===== src/rtl/fpq_pkg.sv =====
package fpq_pkg;
  localparam int unsigned PC_W   = 32;
  localparam int unsigned INSN_W = 32;

  typedef struct packed {
    logic [PC_W-1:0]   pc;
    logic [INSN_W-1:0] insn;
  } fpq_entry_t;

  function automatic int unsigned wrap_inc(int unsigned p, int unsigned depth);
    return (p == depth - 1) ? 0 : p + 1;
  endfunction
endpackage


===== src/rtl/fpq_store.sv =====
module fpq_store
  import fpq_pkg::*;
#(
  parameter int unsigned DEPTH = 4,
  localparam int unsigned PTR_W = (DEPTH > 1) ? $clog2(DEPTH) : 1
) (
  input  logic             clk_i,
  input  logic             rst_ni,
  input  logic             wr_en_i,
  input  logic [PTR_W-1:0] wr_ptr_i,
  input  fpq_entry_t       wr_data_i,
  input  logic [PTR_W-1:0] rd_ptr_i,
  output fpq_entry_t       rd_data_o
);
  fpq_entry_t slots_q [DEPTH];

  for (genvar g = 0; g < DEPTH; g++) begin : g_slot
    always_ff @(posedge clk_i or negedge rst_ni) begin
      if (!rst_ni)                                        slots_q[g] <= '0;
      else if (wr_en_i && wr_ptr_i == PTR_W'(g))          slots_q[g] <= wr_data_i;
    end
  end

  assign rd_data_o = slots_q[rd_ptr_i];
endmodule


===== src/rtl/fpq_ctrl.sv =====
module fpq_ctrl
  import fpq_pkg::*;
#(
  parameter int unsigned DEPTH = 4,
  localparam int unsigned PTR_W = (DEPTH > 1) ? $clog2(DEPTH) : 1,
  localparam int unsigned CNT_W = $clog2(DEPTH + 1)
) (
  input  logic             clk_i,
  input  logic             rst_ni,
  input  logic             issue_valid_i,
  input  logic             retire_i,
  input  logic             fault_i,
  input  logic             drain_req_i,
  output logic             issue_ready_o,
  output logic             push_o,
  output logic             drain_pop_o,
  output logic             retire_err_o,
  output logic [PTR_W-1:0] wr_ptr_o,
  output logic [PTR_W-1:0] rd_ptr_o,
  output logic [CNT_W-1:0] cnt_o,
  output logic             frozen_o
);
  logic [PTR_W-1:0] wr_ptr_q, rd_ptr_q;
  logic [CNT_W-1:0] cnt_q, cnt_d;
  logic             frozen_q, frozen_d;
  logic             err_q;
  logic             is_empty, is_full, norm_pop, pop;

  assign is_empty      = (cnt_q == '0);
  assign is_full       = (cnt_q == CNT_W'(DEPTH));
  assign issue_ready_o = !frozen_q && !is_full;
  assign push_o        = issue_valid_i && issue_ready_o;
  assign norm_pop      = retire_i && !frozen_q && !is_empty;
  assign drain_pop_o   = drain_req_i && frozen_q && !is_empty;
  assign pop           = norm_pop || drain_pop_o;

  always_comb begin
    cnt_d = cnt_q + CNT_W'(push_o) - CNT_W'(pop);
    frozen_d = frozen_q;
    if (fault_i)
      frozen_d = 1'b1;
    else if (frozen_q && drain_req_i && cnt_q <= CNT_W'(1))
      frozen_d = 1'b0;
  end

  always_ff @(posedge clk_i or negedge rst_ni) begin
    if (!rst_ni) begin
      wr_ptr_q <= '0;
      rd_ptr_q <= '0;
      cnt_q    <= '0;
      frozen_q <= 1'b0;
      err_q    <= 1'b0;
    end else begin
      if (push_o) wr_ptr_q <= PTR_W'(wrap_inc(int'(wr_ptr_q), DEPTH));
      if (pop)    rd_ptr_q <= PTR_W'(wrap_inc(int'(rd_ptr_q), DEPTH));
      cnt_q    <= cnt_d;
      frozen_q <= frozen_d;
      err_q    <= retire_i && !frozen_q && is_empty;
    end
  end

  assign wr_ptr_o     = wr_ptr_q;
  assign rd_ptr_o     = rd_ptr_q;
  assign cnt_o        = cnt_q;
  assign frozen_o     = frozen_q;
  assign retire_err_o = err_q;

  p_no_overflow_r3: assert property (@(posedge clk_i) disable iff (!rst_ni)
    cnt_q <= CNT_W'(DEPTH));
  p_full_blocks_r3: assert property (@(posedge clk_i) disable iff (!rst_ni)
    (is_full && !pop) |=> cnt_q == CNT_W'(DEPTH));
  p_frozen_retire_r8: assert property (@(posedge clk_i) disable iff (!rst_ni)
    (frozen_q && retire_i && !drain_req_i) |=> (cnt_q == $past(cnt_q)) && !err_q);
  p_unfreeze_empty_r10: assert property (@(posedge clk_i) disable iff (!rst_ni)
    $fell(frozen_q) |-> cnt_q == '0);
  p_fault_freezes_r7: assert property (@(posedge clk_i) disable iff (!rst_ni)
    fault_i |=> frozen_q);
  p_swap_keeps_cnt_r5: assert property (@(posedge clk_i) disable iff (!rst_ni)
    (push_o && norm_pop) |=> cnt_q == $past(cnt_q));
endmodule


===== src/rtl/fp_pending_queue.sv =====
module fp_pending_queue
  import fpq_pkg::*;
#(
  parameter int unsigned DEPTH = 4,
  localparam int unsigned PTR_W = (DEPTH > 1) ? $clog2(DEPTH) : 1,
  localparam int unsigned CNT_W = $clog2(DEPTH + 1)
) (
  input  logic              clk_i,
  input  logic              rst_ni,
  input  logic              issue_valid_i,
  input  logic [PC_W-1:0]   issue_pc_i,
  input  logic [INSN_W-1:0] issue_insn_i,
  output logic              issue_ready_o,
  input  logic              retire_i,
  input  logic              fault_i,
  input  logic              drain_req_i,
  output logic              drain_valid_o,
  output logic [PC_W-1:0]   drain_pc_o,
  output logic [INSN_W-1:0] drain_insn_o,
  output logic              empty_o,
  output logic              full_o,
  output logic              frozen_o,
  output logic              retire_err_o
);
  logic             push, drain_pop;
  logic [PTR_W-1:0] wr_ptr, rd_ptr;
  logic [CNT_W-1:0] cnt;
  fpq_entry_t       wr_entry, head_entry, drain_q;
  logic             drain_valid_q;

  assign wr_entry = '{pc: issue_pc_i, insn: issue_insn_i};

  fpq_ctrl #(.DEPTH(DEPTH)) u_ctrl (
    .clk_i, .rst_ni,
    .issue_valid_i, .retire_i, .fault_i, .drain_req_i,
    .issue_ready_o,
    .push_o       (push),
    .drain_pop_o  (drain_pop),
    .retire_err_o,
    .wr_ptr_o     (wr_ptr),
    .rd_ptr_o     (rd_ptr),
    .cnt_o        (cnt),
    .frozen_o
  );

  fpq_store #(.DEPTH(DEPTH)) u_store (
    .clk_i, .rst_ni,
    .wr_en_i   (push),
    .wr_ptr_i  (wr_ptr),
    .wr_data_i (wr_entry),
    .rd_ptr_i  (rd_ptr),
    .rd_data_o (head_entry)
  );

  // one-cycle presentation of the popped entry
  always_ff @(posedge clk_i or negedge rst_ni) begin
    if (!rst_ni) begin
      drain_valid_q <= 1'b0;
      drain_q       <= '0;
    end else begin
      drain_valid_q <= drain_pop;
      drain_q       <= drain_pop ? head_entry : '0;
    end
  end

  assign drain_valid_o = drain_valid_q;
  assign drain_pc_o    = drain_q.pc;
  assign drain_insn_o  = drain_q.insn;
  assign empty_o       = (cnt == '0);
  assign full_o        = (cnt == CNT_W'(DEPTH));

  p_drain_pulse_r9: assert property (@(posedge clk_i) disable iff (!rst_ni)
    (frozen_o && drain_req_i && !empty_o) |=> drain_valid_o);
  p_drain_idle_r11: assert property (@(posedge clk_i) disable iff (!rst_ni)
    !frozen_o |=> !drain_valid_o);
  p_err_cause_r6: assert property (@(posedge clk_i) disable iff (!rst_ni)
    (retire_i && empty_o && !frozen_o) |=> retire_err_o);
  p_ready_gate_r2: assert property (@(posedge clk_i) disable iff (!rst_ni)
    (frozen_o || full_o) |-> !issue_ready_o);
endmodule


===== config.mk =====
export PLATFORM = sky130hd
export DESIGN_NAME = fp_pending_queue
export DESIGN_NICKNAME = d
export VERILOG_FILES = /design/src/rtl/fpq_pkg.sv /design/src/rtl/fpq_store.sv /design/src/rtl/fpq_ctrl.sv /design/src/rtl/fp_pending_queue.sv
export SDC_FILE = /design/constraint.sdc
export NUM_CORES = 1
export LEC_CHECK = 0
export BUFFER_PORTS_ARGS = -buffer_cell sky130_fd_sc_hd__buf_4
export CAP_MARGIN = 30
export CORE_MARGIN = 2
export CORE_UTILIZATION = 40
export CTS_CLUSTER_DIAMETER = 80
export DETAILED_ROUTE_END_ITERATION = 12
export REMOVE_ABC_BUFFERS = 1
export SYNTH_ARGS = -nofsm -noshare
export SYNTH_HDL_FRONTEND = slang
export SYNTH_SLANG_ARGS = --single-unit

===== constraint.sdc =====
create_clock -name clk_i -period 2.5 [get_ports clk_i]
set_input_delay 0.25 -clock clk_i [delete_from_list [all_inputs] [get_ports clk_i]]
set_output_delay 0.25 -clock clk_i [all_outputs]
set_load 0.01 [all_outputs]

==> results of run 1 <==
-- area by class of cell --
| class | instances | area (um^2) |
|---|---|---|
| fill | 3012 | 18100 |
| clock buffer | 59 | 1160 |
| multi-input combinational | 422 | 5990 |
| antenna | 2 | 5.00 |
| timing repair buffer | 235 | 2150 |
| clock inverter | 8 | 87.6 |
| sequential | 330 | 8270 |
| inverter | 9 | 33.8 |
| tap | 468 | 586 |
-- cells by family (layout without fill, tap and decap cells) --
logic type | after synthesis | count (layout)
DFF | 330 | 330
muxes | 324 | 324
and+or+nand+nor | 84 | 84
buffers and inverters | 55 | 311
adders and majority gates | 10 | 10
AOI/OAI and AO/OA | 3 | 3
xor gates and xnor gates | 1 | 1
other | 0 | 2
-- per-layer routing --
metal / vias to the layer above / global-route usage [%]
li1: 3358 / -
met4: 0 / 4.41
met5: - / 0
met3: 41 / 3.63
met2: 139 / 25.8
met1: 4096 / 24.3
-- sequential cells by signal, summed over array words and instances (netlist names) --
name and count:
u_ctrl.retire_err_o 1, u_ctrl.frozen_o 1, drain_valid_o 1, u_ctrl.wr_ptr_o 2, u_ctrl.cnt_o 3, u_ctrl.rd_ptr_o 2
drain_insn_o 32, u_store.slots_q 256, drain_pc_o 32
-- metrics by stage --
stage          instances  hold slack [ns]  util (%)  power (W)
3_3_place_gp        1397            0.299      45.0     0.0164
4_1_cts             1531           0.0621      50.3     0.0223
5_1_grt             1532           0.0988      50.3     0.0232
6_report            1533           0.0855      50.3     0.0220
2_1_floorplan        761          -0.0456         -     0.0142
3_5_place_dp        1397            0.300      45.0     0.0165
-- worst reg2reg max path, delay by kind of cell (launching register included) --
family / cells / cell delay, ns
simple gates: 1 / 0.39
xor+xnor: 1 / 0.17
flops: 1 / 0.47
buf+inv: 2 / 0.11
fa+ha+maj: 3 / 0.80
compound gates: 1 / 0.15
-- timing repair --
| item | 4_1_cts | 5_1_grt |
|---|---|---|
| resized for setup | 0 | 0 |
| hold buffers | 67 | 0 |
| hold endpoints to repair | 325 | 0 |
-- placed cells by master, fill, tap and decap left out, types with 2 or more instances in the layout --
master | Yosys | final
sky130_fd_sc_hd__dfrtp_1 | 330 | 328
sky130_fd_sc_hd__clkbuf_8 | 0 | 11
sky130_fd_sc_hd__clkbuf_16 | 0 | 39
sky130_fd_sc_hd__nor2_1 | 3 | 3
sky130_fd_sc_hd__buf_12 | 0 | 17
sky130_fd_sc_hd__mux2_4 | 240 | 240
sky130_fd_sc_hd__dlygate4sd3_1 | 0 | 67
sky130_fd_sc_hd__nand2_1 | 6 | 6
sky130_fd_sc_hd__buf_4 | 0 | 150
sky130_fd_sc_hd__diode_2 | 0 | 2
sky130_fd_sc_hd__clkinv_8 | 0 | 2
sky130_fd_sc_hd__ha_1 | 9 | 9
sky130_fd_sc_hd__nor2b_1 | 64 | 64
sky130_fd_sc_hd__nor3_4 | 4 | 4
sky130_fd_sc_hd__dfrtp_4 | 0 | 2
sky130_fd_sc_hd__mux4_2 | 64 | 64
sky130_fd_sc_hd__mux2_2 | 20 | 20
sky130_fd_sc_hd__clkbuf_1 | 12 | 9
sky130_fd_sc_hd__clkinv_2 | 0 | 5
sky130_fd_sc_hd__inv_1 | 9 | 9
-- power breakdown --
part	switching (W)	total (W)	internal [W]
clock	0.00222	0.00552	0.00330
sequential	0.00140	0.00898	0.00758
combinational	0.00237	0.00745	0.00508
total	0.00600	0.0220	0.0160
-- synth_stat cells, types with 3 or more instances --
library cell               number  share of area [%]
sky130_fd_sc_hd__buf_2         10               0.34
sky130_fd_sc_hd__buf_6         24                1.8
sky130_fd_sc_hd__clkbuf_1      12               0.31
sky130_fd_sc_hd__dfrtp_1      330                 56
sky130_fd_sc_hd__ha_1           9               0.77
sky130_fd_sc_hd__inv_1          9               0.23
sky130_fd_sc_hd__mux2_2        20                1.5
sky130_fd_sc_hd__mux2_4       240                 25
sky130_fd_sc_hd__mux4_2        64                9.8
sky130_fd_sc_hd__nand2_1        6               0.15
sky130_fd_sc_hd__nor2_1         3              0.077
sky130_fd_sc_hd__nor2b_1       64                2.7
sky130_fd_sc_hd__nor3_4         4               0.44
-- how the worst max path moves through the flow --
stage / from / endpoint / depth (start not counted)
final: u_ctrl.cnt_o[1]$_DFF_PN0_ / u_ctrl.cnt_o[2]$_DFF_PN0_ / 8
after global routing: u_ctrl.cnt_o[1]$_DFF_PN0_ / u_ctrl.cnt_o[2]$_DFF_PN0_ / 8
after CTS: u_ctrl.cnt_o[1]$_DFF_PN0_ / u_ctrl.cnt_o[2]$_DFF_PN0_ / 8
after detailed placement: u_ctrl.cnt_o[1]$_DFF_PN0_ / u_ctrl.cnt_o[2]$_DFF_PN0_ / 8
after global placement: u_ctrl.cnt_o[1]$_DFF_PN0_ / u_ctrl.cnt_o[2]$_DFF_PN0_ / 8
after floorplan: u_ctrl.frozen_o$_DFFE_PN0P_ / u_store.slots_q[127]$_DFFE_PN0P_ / 2
==> flow_summary.yaml, run 1 <==
worst_setup_path:
  timing.reg2reg.worst_path_depth: 8
  crit_path_max_incr_delay_ns: 0.47
  arrival_ns: 2.62
  critical_path.cell_chain: "nor3_1 > a21oi_1 > ha_1 > inv_1 > ha_1 > inv_1 > fa_1 > xor2_1"
  timing_worst_setup_path_type: "register to register"
  worst_path_dominant_cell_family: "adder cells"
  critical_path.max_fanout: 6
  critical_path.n_buffers_inverters: 2
  start_kind: "register"
  worstReg2RegStart: "u_ctrl.cnt_o[1]$_DFF_PN0_"
  slowest_stage: "sky130_fd_sc_hd__dfrtp_1"
  endpoint_kind: "register"
  crit-reg2reg-capture: "u_ctrl.cnt_o[2]$_DFF_PN0_"
  timing.reg2reg.setup_slack_ns: 0.31
  worst-endpoint-required_ns: 2.93
clock_network:
  root_buffer: "sky130_fd_sc_hd__clkbuf_16"
  cts.htree.levels: 2
  max-clock-path-buffers: 3
  clkSinkCount: 330
  clock_latency_ns: 0.56
  post_cts_buffers: 0
  tritoncts: "built"
  numCtsBuffers: 38
  worst_setup_hold_path_clk_slew_ns: 0.06
sta:
  setup_total_negative_slack_ns: 0
  layout_setup_ws_ns: 0.310
  rsz0062_at_grt: "false"
  final_setup_violation_count: 0
  worst_clock_skew_ns: 0.0199
  maxSlewHeadroom_pct: 55.4
  minimum_clock_period_ns: 2.19
  final.period_utilization_pct: 87.6
  max_freq_mhz: 457
  finalHoldViolCount: 0
  max_slew.worst_pin.slew_ns: 0.669
  timing.final.max_slew_violations: 0
detailed_routing:
  drc_violations_left: 0
  drtAntennaViolNets: 0
  finalWirelength_mm: 30.8
  drt_first_iter_violations: 304
  dr_wl_met3_mm: 1.25
  detailroute.wirelength.met2_mm: 14.1
  route.vias.total: 7634
  detail_route.wirelength.met1_mm: 14.9
  detail_route.wl_per_cell_um: 20.1
  routed.top_layer: "met4"
  drt_pre_antenna_iters: 4
  mean_number_of_vias_per_cell: 4.98
floorplanning:
  fp.coreArea_um2: 36300
  design.die.area_um2: 38200
  initial_core_util_pct: 40.3
  io-pin-count: 140
  floorplan.die.width_um: 195
  placement_rows: 70
  die_h_um: 195
yosys:
  synth_enable_flop_cells: 0
  synth-main-ff-cell: "sky130_fd_sc_hd__dfrtp_1"
  yosysWarnings: 0
  ys_seq_area_share_pct: 56.4
  async_flop_share_pct: 100
  synth-adder-area-share_pct: 0.905
  netlist_instances: 807
  synth_simple_gate_area_share_pct: 3.83
  synth.lib_cells_used.distinct: 25
  register_bit_count_reported_by_yosys: 330
  synth_top_family_by_area: "multiplexers"
  synth_compound_gate_area_share_pct: 0.128
  synthesis.area_um2: 14600
  postSynthAreaPerCell_um2: 18.2
  synth_mux_area_share_pct: 36.0
  synth_xor_area_share_pct: 0.0598
pwr:
  pwr_density_cell_nw_per_um2: 1200
  ir_worst_vdd_mv: 0.594
  cellLeakagePower_nw: 8.46
min_path:
  hold_path_startpoint: "drain_req_i"
  min_path_cells: 3
  hold_path_end: "u_ctrl.frozen_o$_DFFE_PN0P_"
  worstHoldPathType: "input port to register"
final_layout:
  final_cell_area_um2: 18300
  layout.nets: 1116
  post_route_cells_drive_above_1_share_pct: 52.6
  areaGrowthSynthToFinish_pct: 24.8
grt:
  grt_start_max_net_pins: 78
  antenna_found_initial: 1
  track_usage_pct: 16.8
  grt_pass1_wl_mm: 49.9
  global_route.overflow_total: 0
  grt_pass1_vias: 8566
place:
  gp_congestion: 0.712
  hpwl_mm: 17.9
  placement.io_buffers: 139
  placement.setup.worst_slack_ns: 0.323
  placedInstanceArea_um2: 16400
job:
  max_cap_violations: 0
run_status:
  outcome: "finished, final reports clean"
Power figures use the tool's default switching activity.
==> inputs of run 2 (changes only) <==
--- a/config.mk
+++ b/config.mk
@@ -5,6 +5,7 @@
 export SDC_FILE = /design/constraint.sdc
 export NUM_CORES = 1
 export LEC_CHECK = 0
+export ABC_AREA = 1
 export BUFFER_PORTS_ARGS = -buffer_cell sky130_fd_sc_hd__buf_4
 export CAP_MARGIN = 30
 export CORE_MARGIN = 2
==> flow_summary.yaml, run 2 <==
grt:
  global_route.overflow_total: 0
  grt_pass1_wl_mm: 72.6
  grt_start_max_net_pins: 192
  track_usage_pct: 23.6
  antenna_found_initial: 3
  grt_pass1_vias: 13027
detailed_routing:
  drt_first_iter_violations: 1300
  drtAntennaViolNets: 0
  detail_route.wl_per_cell_um: 19.0
  route.vias.total: 13160
  drc_violations_left: 0
  finalWirelength_mm: 45.0
  mean_number_of_vias_per_cell: 5.56
  drt_pre_antenna_iters: 5
yosys:
  synthesis.area_um2: 14800
  synth-adder-area-share_pct: 0.898
  yosysWarnings: 0
  yosys.cell_count.top_type: "sky130_fd_sc_hd__nand2_1"
  synth.lib_cells_used.distinct: 21
  synth_compound_gate_area_share_pct: 6.80
  synth-main-ff-cell: "sky130_fd_sc_hd__dfrtp_1"
  synth_top_family_by_area: "simple AND/OR/NAND/NOR gates"
  netlist.top_cell.by_area: "sky130_fd_sc_hd__dfrtp_1"
  synth_enable_flop_cells: 0
  synth.top_cells.by_area: "sky130_fd_sc_hd__dfrtp_1 56%, sky130_fd_sc_hd__nand2_1 13%, sky130_fd_sc_hd__nand4_1 11%"
  synth_xor_area_share_pct: 0.0593
  async_flop_share_pct: 100
  netlist_instances: 1761
  synth_mux_area_share_pct: 0
  synth_simple_gate_area_share_pct: 31.3
  register_bit_count_reported_by_yosys: 330
  postSynthAreaPerCell_um2: 8.39
  synth.top_cell.area_share_pct: 55.9
  ys_seq_area_share_pct: 55.9
  most_used_standard_cells_in_the_synthesized_netlist: "525 x sky130_fd_sc_hd__nand2_1, 330 x sky130_fd_sc_hd__dfrtp_1, 258 x sky130_fd_sc_hd__nor2_1"
clock_network:
  cts.htree.levels: 2
  clkSinkCount: 330
  worst_setup_hold_path_clk_slew_ns: 0.06
  clock_latency_ns: 0.53
  root_buffer: "sky130_fd_sc_hd__clkbuf_16"
  max-clock-path-buffers: 3
  postCtsResizedCells: 0
  tritoncts: "built"
  numCtsBuffers: 37
  post_cts_buffers: 0
sta:
  final.period_utilization_pct: 94.2
  holdWs_ns: 0.0153
  finalHoldViolCount: 0
  final_setup_violation_count: 0
  setup_total_negative_slack_ns: 0
  rsz0062_at_grt: "false"
  timing.final.max_slew_violations: 0
  maxSlewHeadroom_pct: 33.9
  minimum_clock_period_ns: 2.36
  max_slew.worst_pin.slew_ns: 0.991
  worst_clock_skew_ns: 0.0119
  max_freq_mhz: 424
place:
  placement.io_buffers: 139
  placedInstanceArea_um2: 16300
  hpwl_mm: 23.3
  gp_congestion: 0.764
pwr:
  total_power_consumption_of_the_routed_design_w: 0.0218
  cellLeakagePower_nw: 9.11
  ir_worst_vdd_mv: 0.812
  pwr_density_cell_nw_per_um2: 1210
min_path:
  worstHoldPathType: "input port to register"
  min_path_cells: 3
floorplanning:
  floorplan.die.width_um: 196
  placement_rows: 70
  die_h_um: 196
  fp.coreArea_um2: 36500
  design.die.area_um2: 38500
  initial_core_util_pct: 40.4
  io-pin-count: 140
run_status:
  outcome: "finished, final reports clean"
final_layout:
  post_route_cells_drive_above_1_share_pct: 13.1
  max_reg_flops: 256
  regMostFlops: "u_store.slots_q"
  mostFrequentLayoutCells: "525 x sky130_fd_sc_hd__nand2_1, 328 x sky130_fd_sc_hd__dfrtp_1, 258 x sky130_fd_sc_hd__nor2_1"
  layout.cells.most_common: "sky130_fd_sc_hd__nand2_1"
  layout.nets: 1951
  areaGrowthSynthToFinish_pct: 22.3
  final_cell_area_um2: 18100
worst_setup_path:
  critical_path.max_fanout: 157
  start_kind: "register"
  worst-endpoint-required_ns: 2.25
  timing_worst_setup_path_type: "register to primary output"
  arrival_ns: 2.11
  timing.reg2reg.worst_path_depth: 10
  endpoint_kind: "primary output"
job:
  max_cap_violations: 0
[run 2: report_power, final]
group / switching [W] / total (W) / leakage, nW / internal [W]
Sequential: 0.000982 / 0.00821 / 4.35 / 0.00723
Clock: 0.00219 / 0.00533 / 0.591 / 0.00315
Combinational: 0.00534 / 0.00823 / 4.17 / 0.00290
Total: 0.00850 / 0.0218 / 9.11 / 0.0133
[run 2: cell families after synthesis]
family	after synthesis
compound gates	198
xor+xnor	1
fa+ha+maj	10
buf+inv	173
flops	330
simple gates	1049
[run 2: path summary, 6_finish.rpt]
check / from / endpoint / slack [ns]
max: u_ctrl.frozen_o$_DFFE_PN0P_ / issue_ready_o / 0.14
min: issue_pc_i[5] / u_store.slots_q[229]$_DFFE_PN0P_ / 0.02
max reg2reg: u_ctrl.cnt_o[1]$_DFF_PN0_ / u_ctrl.cnt_o[2]$_DFF_PN0_ / 0.34
min reg2reg: u_store.slots_q[169]$_DFFE_PN0P_ / u_store.slots_q[169]$_DFFE_PN0P_ / 0.47
max in group asynchronous: rst_ni / u_store.slots_q[18]$_DFFE_PN0P_ / 1.53
min in group asynchronous: rst_ni / drain_pc_o[6]$_DFF_PN0_ / 0.21
[run 2: worst max-delay path, cell delays in order (launching register included)]
cell                      delay (ns)
sky130_fd_sc_hd__dfrtp_1        0.49
sky130_fd_sc_hd__a21oi_4        0.21
sky130_fd_sc_hd__buf_12         0.48
sky130_fd_sc_hd__buf_4          0.24
[run 2: cell type report]
| cell class | count | area, um^2 |
|---|---|---|
| Fill cell | 3448 | 18500 |
| Sequential cell | 330 | 8270 |
| Multi-Input combinational cell | 1258 | 5870 |
| Timing Repair Buffer | 229 | 2100 |
| Clock buffer | 58 | 1150 |
| Tap cell | 468 | 586 |
| Inverter | 15 | 60.1 |
| Clock inverter | 7 | 38.8 |
| Antenna cell | 3 | 7.51 |
[run 2: metal layers]
metal  global-route usage (%)  share of wire, %  vias up  routed length, um
li1                         -                 -     6130                  -
met1                     33.5                45     6516              20300
met2                     37.3                47      447              21100
met3                     4.01               6.0       67               2680
met4                     6.73               2.1        0                951
met5                        0                 0        -                  0
[run 2: repair_timing]
action	in CTS	in global routing
hold buffers	52	0
endpoints found under the setup margin	0	0
endpoints found under the hold margin	185	0
[run 2: metrics by stage]
step | cells | setup slack, ns | utilization, %
floorplan | 1603 | -2.63 | -
detailed placement | 2247 | 0.335 | 44.7
finish | 2368 | 0.144 | 49.5
global route | 2367 | 0.0610 | 49.5
global placement | 2247 | 0.371 | 44.7
CTS | 2364 | 0.178 | 49.4
==> inputs of run 3 (changes only) <==
--- a/config.mk
+++ b/config.mk
@@ -9,9 +9,10 @@
 export BUFFER_PORTS_ARGS = -buffer_cell sky130_fd_sc_hd__buf_4
 export CAP_MARGIN = 30
 export CORE_MARGIN = 2
-export CORE_UTILIZATION = 40
+export CORE_UTILIZATION = 29
 export CTS_CLUSTER_DIAMETER = 80
 export DETAILED_ROUTE_END_ITERATION = 12
+export PLACE_DENSITY = 0.44
 export REMOVE_ABC_BUFFERS = 1
 export SYNTH_ARGS = -nofsm -noshare
 export SYNTH_HDL_FRONTEND = slang
==> flow_summary.yaml, run 3 (synthesized netlist as in run 2, its figures left out) <==
run_status:
  outcome: "finished, final reports clean"
detailed_routing:
  route.vias.total: 13278
  detail_route.wl_per_cell_um: 19.6
  drc_violations_left: 0
  drt_pre_antenna_iters: 5
  drtAntennaViolNets: 0
  finalWirelength_mm: 50.8
  mean_number_of_vias_per_cell: 5.12
  drt_first_iter_violations: 1270
floorplanning:
  die_h_um: 230
  initial_core_util_pct: 29.4
  placement_rows: 82
  floorplan.die.width_um: 230
  io-pin-count: 140
  design.die.area_um2: 52700
  fp.coreArea_um2: 50200
worst_setup_path:
  critical_path.max_fanout: 69
  worst_path_dominant_cell_family: "buffers and inverters"
  setup.worst_path.end: "issue_ready_o"
  timing.critical_path.depth: 3
  start_kind: "register"
  worstReg2RegStart: "u_ctrl.cnt_o[1]$_DFF_PN0_"
  arrival_ns: 2.02
  timing.reg2reg.setup_slack_ns: 0.36
  worst-endpoint-required_ns: 2.25
  timing.reg2reg.worst_path_depth: 10
  crit-reg2reg-capture: "u_ctrl.cnt_o[2]$_DFF_PN0_"
  critical_path.cell_chain: "a21oi_4 > buf_6 > buf_4"
  crit_path_max_incr_delay_ns: 0.49
  worst_setup_path_start: "u_ctrl.frozen_o$_DFFE_PN0P_"
  endpoint_kind: "primary output"
  timing_worst_setup_path_type: "register to primary output"
  slowest_stage: "sky130_fd_sc_hd__dfrtp_1"
  critical_path.n_buffers_inverters: 2
final_layout:
  layout.cells.most_common: "sky130_fd_sc_hd__nand2_1"
  layout.nets: 1970
  fillerInstances: 5175
  fin_util_pct: 36.9
  multiInputGateArea_um2: 5870
  post_route_cells_drive_above_1_share_pct: 13.1
  areaGrowthSynthToFinish_pct: 25.4
  final_cell_area_um2: 18500
  final_cells: 2592
  regArea_um2: 8270
  mostFrequentLayoutCells: "525 x sky130_fd_sc_hd__nand2_1, 328 x sky130_fd_sc_hd__dfrtp_1, 258 x sky130_fd_sc_hd__nor2_1"
  regMostFlops: "u_store.slots_q"
  max_reg_flops: 256
pwr:
  pwr_density_cell_nw_per_um2: 1210
  ir_worst_vdd_mv: 0.654
  cellLeakagePower_nw: 9.19
  total_power_consumption_of_the_routed_design_w: 0.0224
grt:
  grt_start_max_net_pins: 191
  grt_pass1_vias: 13150
  grt_pass1_wl_mm: 80.3
  global_route.overflow_total: 0
  grt.busiest_layer: "met2"
  antenna_found_initial: 3
  grt.met2_usage_pct: 30.5
  grt.met1_usage_pct: 27.6
  global_route.usage.met3_pct: 3.66
  track_usage_pct: 19.4
sta:
  minimum_clock_period_ns: 2.27
  final.period_utilization_pct: 90.9
  max_freq_mhz: 440
  max_slew.worst_pin.slew_ns: 0.913
  worst_clock_skew_ns: 0.0177
  final_setup_violation_count: 0
  maxSlewHeadroom_pct: 39.2
  finalHoldViolCount: 0
  timing.final.max_slew_violations: 0
  holdWs_ns: 0.0798
  rsz0062_at_grt: "false"
clock_network:
  worst_setup_hold_path_clk_slew_ns: 0.05
  tritoncts: "built"
  root_buffer: "sky130_fd_sc_hd__clkbuf_16"
  numCtsBuffers: 41
  cts.htree.levels: 2
  max-clock-path-buffers: 3
  post_cts_buffers: 0
  clkSinkCount: 330
  clock_latency_ns: 0.57
place:
  gp_congestion: 0.712
  dp.cells: 2452
  hpwl_mm: 25.7
  placedInstanceArea_um2: 16500
  placement.io_buffers: 139
min_path:
  worstHoldPathType: "input port to register"
job:
  max_cap_violations: 0
## run 3: final cells by class
class                           count  share of cell area, %
Tap cell                          672                   4.54
Antenna cell                        2                 0.0270
Inverter                           15                  0.324
Clock inverter                     10                  0.453
Timing Repair Buffer              244                   11.8
Multi-Input combinational cell   1258                   31.7
Sequential cell                   330                   44.6
Clock buffer                       61                   6.50
## run 3: through the flow
stage	setup TNS (ns)	worst slack, ns
after floorplan	-475.30	-2.63
after global placement	0	0.356
after detailed placement	0	0.337
after CTS	0	0.0389
after global routing	0	0.136
final	0	0.228
## run 3: worst min-delay path by stage
| stage | startpoint | to | slack, ns | cells after the start |
|---|---|---|---|---|
| global placement | rst_ni | u_store.slots_q[188]$_DFFE_PN0P_ | 0.20 | 1 |
| CTS | drain_req_i | u_ctrl.frozen_o$_DFFE_PN0P_ | 0.06 | 4 |
| detailed placement | rst_ni | u_store.slots_q[188]$_DFFE_PN0P_ | 0.21 | 1 |
| finish | drain_req_i | u_ctrl.frozen_o$_DFFE_PN0P_ | 0.08 | 4 |
| floorplan | rst_ni | drain_insn_o[0]$_DFF_PN0_ | -0.05 | 0 |
| global route | issue_valid_i | u_store.slots_q[140]$_DFFE_PN0P_ | 0.1 | 3 |
## run 3: per-layer routing
metal,vias to the layer above,part of all wire [%]
met5,-,0.026
met4,2,1.7
met3,65,5.6
met2,391,46
met1,6640,46
li1,6180,-
## run 3: timing repair
action	CTS	global route
gates resized for setup	0	1
setup endpoints to repair	0	1
endpoints found under the hold margin	301	0
hold buffers	67	0
## run 3: where the power goes
part / internal, W / total [W] / switching (W) / leakage (nW)
Combinational: 0.00286 / 0.00832 / 0.00545 / 4.21
Sequential: 0.00723 / 0.00828 / 0.00105 / 4.35
Clock: 0.00342 / 0.00580 / 0.00238 / 0.630
## run 3: tightest hold or removal path, cell delays in order
cell and delay, ns:
sky130_fd_sc_hd__buf_4 0.12, sky130_fd_sc_hd__nand2_1 0.07, sky130_fd_sc_hd__a21oi_1 0.04, sky130_fd_sc_hd__o21bai_1 0.11
